[config.mk]
export PLATFORM = sky130hd
export DESIGN_NAME = mscm_top
export DESIGN_NICKNAME = d
export VERILOG_FILES = /design/src/rtl/mscm_pkg.sv /design/src/rtl/mscm_regs.sv /design/src/rtl/mscm_presc.sv /design/src/rtl/mscm_seq.sv /design/src/rtl/mscm_top.sv
export SDC_FILE = /design/constraint.sdc
export NUM_CORES = 1
export LEC_CHECK = 0
export ABC_AREA = 1
export BUFFER_PORTS_ARGS = -buffer_cell sky130_fd_sc_hd__buf_2
export CAP_MARGIN = 20
export CORE_ASPECT_RATIO = 0.8
export CORE_MARGIN = 4
export CORE_UTILIZATION = 61
export DETAILED_ROUTE_END_ITERATION = 10
export GPL_TIMING_DRIVEN = 0
export PLACE_DENSITY = 0.8
export SYNTH_ARGS = -nofsm -noshare
export SYNTH_HDL_FRONTEND = slang
export SYNTH_SLANG_ARGS = --single-unit
[constraint.sdc]
create_clock -name clk -period 2.2 [get_ports clk]
set_input_delay 0.22 -clock clk [delete_from_list [all_inputs] [get_ports clk]]
set_output_delay 0.22 -clock clk [all_outputs]
set_load 0.01 [all_outputs]
[src/rtl/mscm_pkg.sv]
package mscm_pkg;

    localparam int PERIOD_W = 16;
    localparam int DIV_W    = 2;
    localparam int PRE_W    = (1 << DIV_W) - 1;
    localparam int ADDR_W   = 3;

    localparam logic [ADDR_W-1:0] A_CTRL     = 3'd0;
    localparam logic [ADDR_W-1:0] A_MARK_HI  = 3'd1;
    localparam logic [ADDR_W-1:0] A_MARK_LO  = 3'd2;
    localparam logic [ADDR_W-1:0] A_SPACE_HI = 3'd3;
    localparam logic [ADDR_W-1:0] A_SPACE_LO = 3'd4;

    localparam int B_FLAG  = 7;
    localparam int B_DIVLO = 5;
    localparam int B_BASE  = 3;
    localparam int B_IE    = 1;
    localparam int B_EN    = 0;

    typedef enum logic [1:0] {
        PH_IDLE  = 2'd0,
        PH_MARK  = 2'd1,
        PH_SPACE = 2'd2
    } phase_e;

    typedef struct packed {
        logic [DIV_W-1:0] div;
        logic             base;
        logic             irq_en;
        logic             run_en;
    } cfg_t;

    function automatic logic [PRE_W-1:0] div_mask(input logic [DIV_W-1:0] code);
        logic [PRE_W-1:0] m;
        for (int i = 0; i < PRE_W; i++) m[i] = (i < int'(code));
        return m;
    endfunction

endpackage

[src/rtl/mscm_regs.sv]
module mscm_regs
    import mscm_pkg::*;
(
    input  logic                clk,
    input  logic                rst,
    input  logic [ADDR_W-1:0]   reg_addr,
    input  logic                reg_wr,
    input  logic                reg_rd,
    input  logic [7:0]          reg_wdata,
    input  logic                cyc_evt,
    output logic [7:0]          reg_rdata,
    output cfg_t                cfg,
    output logic [PERIOD_W-1:0] mark_buf,
    output logic [PERIOD_W-1:0] space_buf,
    output logic                flag
);

    localparam int NBYTES = PERIOD_W / 8;

    logic armed;
    logic hi_access;
    logic clr_hit;

    assign hi_access = (reg_rd | reg_wr) &&
                       (reg_addr == A_MARK_HI || reg_addr == A_SPACE_HI);
    assign clr_hit   = armed & hi_access;

    always_ff @(posedge clk) begin
        if (rst) begin
            cfg <= '0;
        end else if (reg_wr && reg_addr == A_CTRL) begin
            cfg.div    <= reg_wdata[B_DIVLO +: DIV_W];
            cfg.base   <= reg_wdata[B_BASE];
            cfg.irq_en <= reg_wdata[B_IE];
            cfg.run_en <= reg_wdata[B_EN];
        end
    end

    // Byte lanes: high byte first in the map, low byte at the next address.
    for (genvar b = 0; b < NBYTES; b++) begin : g_lane
        localparam logic [ADDR_W-1:0] OFS = ADDR_W'(NBYTES - 1 - b);
        always_ff @(posedge clk) begin
            if (rst) begin
                mark_buf[b*8 +: 8]  <= '0;
                space_buf[b*8 +: 8] <= '0;
            end else if (reg_wr) begin
                if (reg_addr == A_MARK_HI + OFS)  mark_buf[b*8 +: 8]  <= reg_wdata;
                if (reg_addr == A_SPACE_HI + OFS) space_buf[b*8 +: 8] <= reg_wdata;
            end
        end
    end

    always_ff @(posedge clk) begin
        if (rst) begin
            flag  <= 1'b0;
            armed <= 1'b0;
        end else begin
            if (cyc_evt)      flag <= 1'b1;
            else if (clr_hit) flag <= 1'b0;

            if (clr_hit || cyc_evt)                      armed <= 1'b0;
            else if (reg_rd && reg_addr == A_CTRL && flag) armed <= 1'b1;
        end
    end

    always_comb begin
        reg_rdata = '0;
        case (reg_addr)
            A_CTRL: begin
                reg_rdata[B_FLAG]              = flag;
                reg_rdata[B_DIVLO +: DIV_W]    = cfg.div;
                reg_rdata[B_BASE]              = cfg.base;
                reg_rdata[B_IE]                = cfg.irq_en;
                reg_rdata[B_EN]                = cfg.run_en;
            end
            A_MARK_HI:  reg_rdata = mark_buf[15:8];
            A_MARK_LO:  reg_rdata = mark_buf[7:0];
            A_SPACE_HI: reg_rdata = space_buf[15:8];
            A_SPACE_LO: reg_rdata = space_buf[7:0];
            default:    reg_rdata = '0;
        endcase
    end

endmodule

[src/rtl/mscm_presc.sv]
module mscm_presc
    import mscm_pkg::*;
(
    input  logic             clk,
    input  logic             rst,
    input  logic             run,
    input  logic [DIV_W-1:0] div,
    output logic             tick
);

    logic [PRE_W-1:0] pcnt;
    logic [PRE_W-1:0] mask;

    assign mask = div_mask(div);
    assign tick = run && ((pcnt & mask) == mask);

    always_ff @(posedge clk) begin
        if (rst || !run) pcnt <= '0;
        else             pcnt <= pcnt + 1'b1;
    end

endmodule

[src/rtl/mscm_seq.sv]
module mscm_seq
    import mscm_pkg::*;
(
    input  logic                clk,
    input  logic                rst,
    input  logic                run_en,
    input  logic                tick,
    input  logic [PERIOD_W-1:0] mark_buf,
    input  logic [PERIOD_W-1:0] space_buf,
    output phase_e              phase,
    output logic                cyc_evt
);

    logic [PERIOD_W-1:0] cnt;
    logic [PERIOD_W-1:0] space_w;
    logic                start_now;
    logic                mark_done;
    logic                cyc_end;

    assign start_now = (phase == PH_IDLE) && run_en;
    assign mark_done = (phase == PH_MARK) && tick && (cnt <= 1);
    assign cyc_end   = (mark_done && space_w == '0) ||
                       ((phase == PH_SPACE) && tick && cnt == space_w);
    assign cyc_evt   = start_now | cyc_end;

    always_ff @(posedge clk) begin
        if (rst) begin
            phase   <= PH_IDLE;
            cnt     <= '0;
            space_w <= '0;
        end else if (start_now || (cyc_end && run_en)) begin
            phase   <= PH_MARK;
            cnt     <= mark_buf;
            space_w <= space_buf;
        end else if (cyc_end) begin
            phase   <= PH_IDLE;
        end else if (mark_done) begin
            phase   <= PH_SPACE;
            cnt     <= PERIOD_W'(1);
        end else if (tick) begin
            if (phase == PH_MARK) cnt <= cnt - 1'b1;
            else                  cnt <= cnt + 1'b1;
        end
    end

endmodule

[src/rtl/mscm_top.sv]
module mscm_top
    import mscm_pkg::*;
(
    input  logic              clk,
    input  logic              rst,
    input  logic [ADDR_W-1:0] reg_addr,
    input  logic              reg_wr,
    input  logic              reg_rd,
    input  logic [7:0]        reg_wdata,
    output logic [7:0]        reg_rdata,
    input  logic              carrier_in,
    output logic              mod_out,
    output logic              irq
);

    cfg_t                cfg_w;
    logic [PERIOD_W-1:0] mark_w;
    logic [PERIOD_W-1:0] space_w;
    logic                flag_w;
    logic                evt_w;
    logic                tick_w;
    phase_e              phase_w;
    logic                base_w;

    assign base_w = cfg_w.base;

    mscm_regs u_regs (
        .clk       (clk),
        .rst       (rst),
        .reg_addr  (reg_addr),
        .reg_wr    (reg_wr),
        .reg_rd    (reg_rd),
        .reg_wdata (reg_wdata),
        .cyc_evt   (evt_w),
        .reg_rdata (reg_rdata),
        .cfg       (cfg_w),
        .mark_buf  (mark_w),
        .space_buf (space_w),
        .flag      (flag_w)
    );

    mscm_presc u_presc (
        .clk  (clk),
        .rst  (rst),
        .run  (phase_w != PH_IDLE),
        .div  (cfg_w.div),
        .tick (tick_w)
    );

    mscm_seq u_seq (
        .clk       (clk),
        .rst       (rst),
        .run_en    (cfg_w.run_en),
        .tick      (tick_w),
        .mark_buf  (mark_w),
        .space_buf (space_w),
        .phase     (phase_w),
        .cyc_evt   (evt_w)
    );

    assign mod_out = (phase_w == PH_MARK) && (base_w || carrier_in);
    assign irq     = flag_w && cfg_w.irq_en;

endmodule

==> qor.csv <==
metric;value;unit
drt-initial-drc-count;532;
synth-edff-count;0;
ff2ff_setup_slack;0.17;ns
hold_end;u_regs.armed;
setup_viol;0;
cts.htree.levels;3;
path_class;reg -> reg;
timing.rr.end;u_seq.cnt[8];
yosys_warnings;0;
grt_first_pass_wirelength;21600;um
wl_per_cell;16.2;um
clock_sink_count;76;
r2r_cells;16;
async_flop_share;0;
syn_nets;728;
power;2.89;mW
synth_seq_cells;76;
multi_input_comb_area;0.00250;mm2
critical_path.cell_chain;buf_2 -> inv_1 -> nand2_1 -> nand2_1 -> nor2_1 -> nand2_1 -> nor2_1 -> nand3_2 -> nand2_2 -> nand2_4 -> nand2_8 -> buf_6 -> nand2_1 -> nand2_2 -> nor2_1 -> nor2_1;
dpl_cell_area;0.00464;mm2
dieWidth;103;um
drv_cap;0;
antenna_cells;0;
hold_depth;3;
synthToLayoutAreaGrowth;11.2;%
insertion_delay;0.35;ns
fin_tns_setup;0;ns
core-area;0.00696;mm2
die_h;84.1;um
grtUsageTotal;0.325;
yosysSeqAreaShare;0.345;
fin_nets;765;
fmax;0.492;GHz
clockBufferDepth;2;
vdd_drop_max;0.000536;V
worst_setup_path_start_kind;flop;
final_area;0.00491;mm2
die_area;0.00867;mm2
cts_hold_buf;0;
drt_wl_total;13600;um
min_period;2.03;ns
synth_area_leader_cell;dfxtp_1;
num_vias;4759;
layout-drive-gt1-share;0.127;
grt_pass1_vias;4338;
final-max-slew-violation-count;0;
fin_skew;0.00786;ns
relSlewSlack;0.534;
cts_tree;done;
fin_util;0.705;
hold_viol;0;
p_leak;2.20;nW
fillers;657;
mostFrequentLayoutCell;nand2_1;
synth_top_area_frac;0.345;
synthTopCellsByArea;dfxtp_1, nand2_1, nor2_1, inv_1, o21ai_0;
final_cell_mix;nand2_1, nor2_1, dfxtp_1;
grt_max_degree;15;
fin_crit_sh;0.924;
rsz0062_at_grt;no;
worst_path_largest_cell_delay;0.31;ns
whs;0.141;ns
critPathTopFamily;simple AND/OR/NAND/NOR gates;
min_path_type;in -> reg;
detail-route-antenna-nets;0;
grt_overflow;0;
run_status;finished clean;
hp-start;reg_rd;
worstMarginPinSlew;0.695;ns
cp-end-kind;flop;
worstPathRequired;2.49;ns
boundaryPins;26;
syn_avg_cell_area;6.23;um2
worstPathMaxFanout;10;
vias_per_cell;5.69;
worst_ep_arrival_time;2.32;ns
ys_types;37;
rows;27;
io_buffer_count;24;
synthFlopType;dfxtp_1;
slowest_stage;dfxtp_1;
synthCells;708;
start_util;0.634;
syn_area;0.00441;mm2
regArea;0.00153;mm2
cellPowerDensity;588;mW/mm2
drc;0;
gp_congestion;0.993;
clk_pin_slew_worst_paths;0.08;ns
antenna_found_initial;0;
critical_path_buf_inv_count;3;
dp_hpwl;10500;um
firstDrtPassIters;5;
cts_buffers;9;
timing.rr.start;u_seq.cnt[2];
ctsRootBufferMaster;clkbuf_8;
-- cells in the mapped netlist (2+ instances only) --
| master | number |
|---|---|
| o2111ai_1 | 2 |
| o22ai_1 | 4 |
| clkbuf_1 | 11 |
| a221oi_1 | 4 |
| o21ai_1 | 2 |
| xnor2_1 | 4 |
| buf_6 | 4 |
| o21ai_0 | 45 |
| nand3_2 | 2 |
| nand3_1 | 26 |
| ha_1 | 4 |
| a221o_1 | 2 |
| clkbuf_2 | 2 |
| a21oi_1 | 43 |
| nor2_1 | 137 |
| nand2_2 | 2 |
| inv_2 | 11 |
| nor3_1 | 9 |
| nor3_2 | 2 |
| buf_2 | 6 |
| inv_1 | 63 |
| dfxtp_1 | 76 |
| nand2_1 | 205 |
| nand4_1 | 7 |
| a22oi_1 | 3 |
| nor2_2 | 6 |
| xor2_1 | 16 |
-- worst max-delay path by stage --
| stage | start | end | slack [ns] | depth (start not counted) |
|---|---|---|---|---|
| 5_1_grt | u_seq.cnt[9] | u_seq.cnt[8] | 0.02 | 15 |
| 4_1_cts | u_seq.cnt[0] | u_seq.cnt[8] | 0.03 | 15 |
| 6_report | u_seq.cnt[2] | u_seq.cnt[8] | 0.17 | 16 |
| 3_5_place_dp | u_seq.cnt[0] | u_seq.cnt[8] | 0.04 | 15 |
| 3_3_place_gp | u_seq.cnt[0] | u_seq.cnt[14] | 0.05 | 11 |
| 2_1_floorplan | u_seq.cnt[0] | u_seq.space_w[10] | 0.40 | 14 |
-- through the flow --
step	instances	worst slack, ns
final	837	0.168
after global routing	837	0.0234
after CTS	835	0.0332
after detailed placement	819	0.0424
after global placement	819	0.0498
after floorplan	708	0.403
-- area by class of cell --
class	instances	share of cell area
repair buffers	26	0.0275
plain buffers	24	0.0283
clock inverters	6	0.0140
flip-flops and latches	76	0.311
multi-input cells	532	0.510
clock buffers	10	0.0280
inverters	76	0.0591
well taps	87	0.0222
-- cells by family (layout without fill, tap and decap cells) --
kind of cell / Yosys count / count (layout) / share of synthesized area
adder cells (fa/ha/maj): 4 / 4 / 0.0113
buffers and inverters: 100 / 142 / 0.0955
flip-flops: 76 / 76 / 0.345
AO/OA/AOI/OAI: 107 / 107 / 0.133
XOR/XNOR: 20 / 20 / 0.0397
AND/OR/NAND/NOR: 401 / 401 / 0.376
-- state kept, by name, summed over array words and instances, names as in the netlist --
name and flops:
u_regs.space_buf 16, u_regs.mark_buf 16, u_presc.pcnt 3, u_regs.flag 1, u_regs.armed 1, u_seq.cnt 16, u_regs.cfg 5, u_seq.space_w 16
u_seq.phase 2
-- routing by layer --
layer / part of all wire / vias up / GRT usage / wire [um]
met2: 0.41 / 264 / 0.440 / 5590
met4: 0.024 / 0 / 0.107 / 321
met3: 0.13 / 30 / 0.119 / 1810
met1: 0.43 / 2143 / 0.472 / 5850
li1: - / 2322 / - / -
met5: 0 / - / 0 / 0
-- where the power goes --
part / switching (mW) / internal [mW]
sequential: 0.0269 / 1.41
combinational: 0.231 / 0.110
clock: 0.550 / 0.563
total: 0.809 / 2.08
-- what timing repair did --
action                     in CTS  in global routing
setup buffers                   0                  2
setup endpoints to repair       0                 34
gates resized for setup         0                 19
-- worst min-delay path, stage by stage --
cell and delay [ns]:
buf_2 0.10, nand2_1 0.06, a211oi_1 0.06
(Power assumes the default switching activity.)
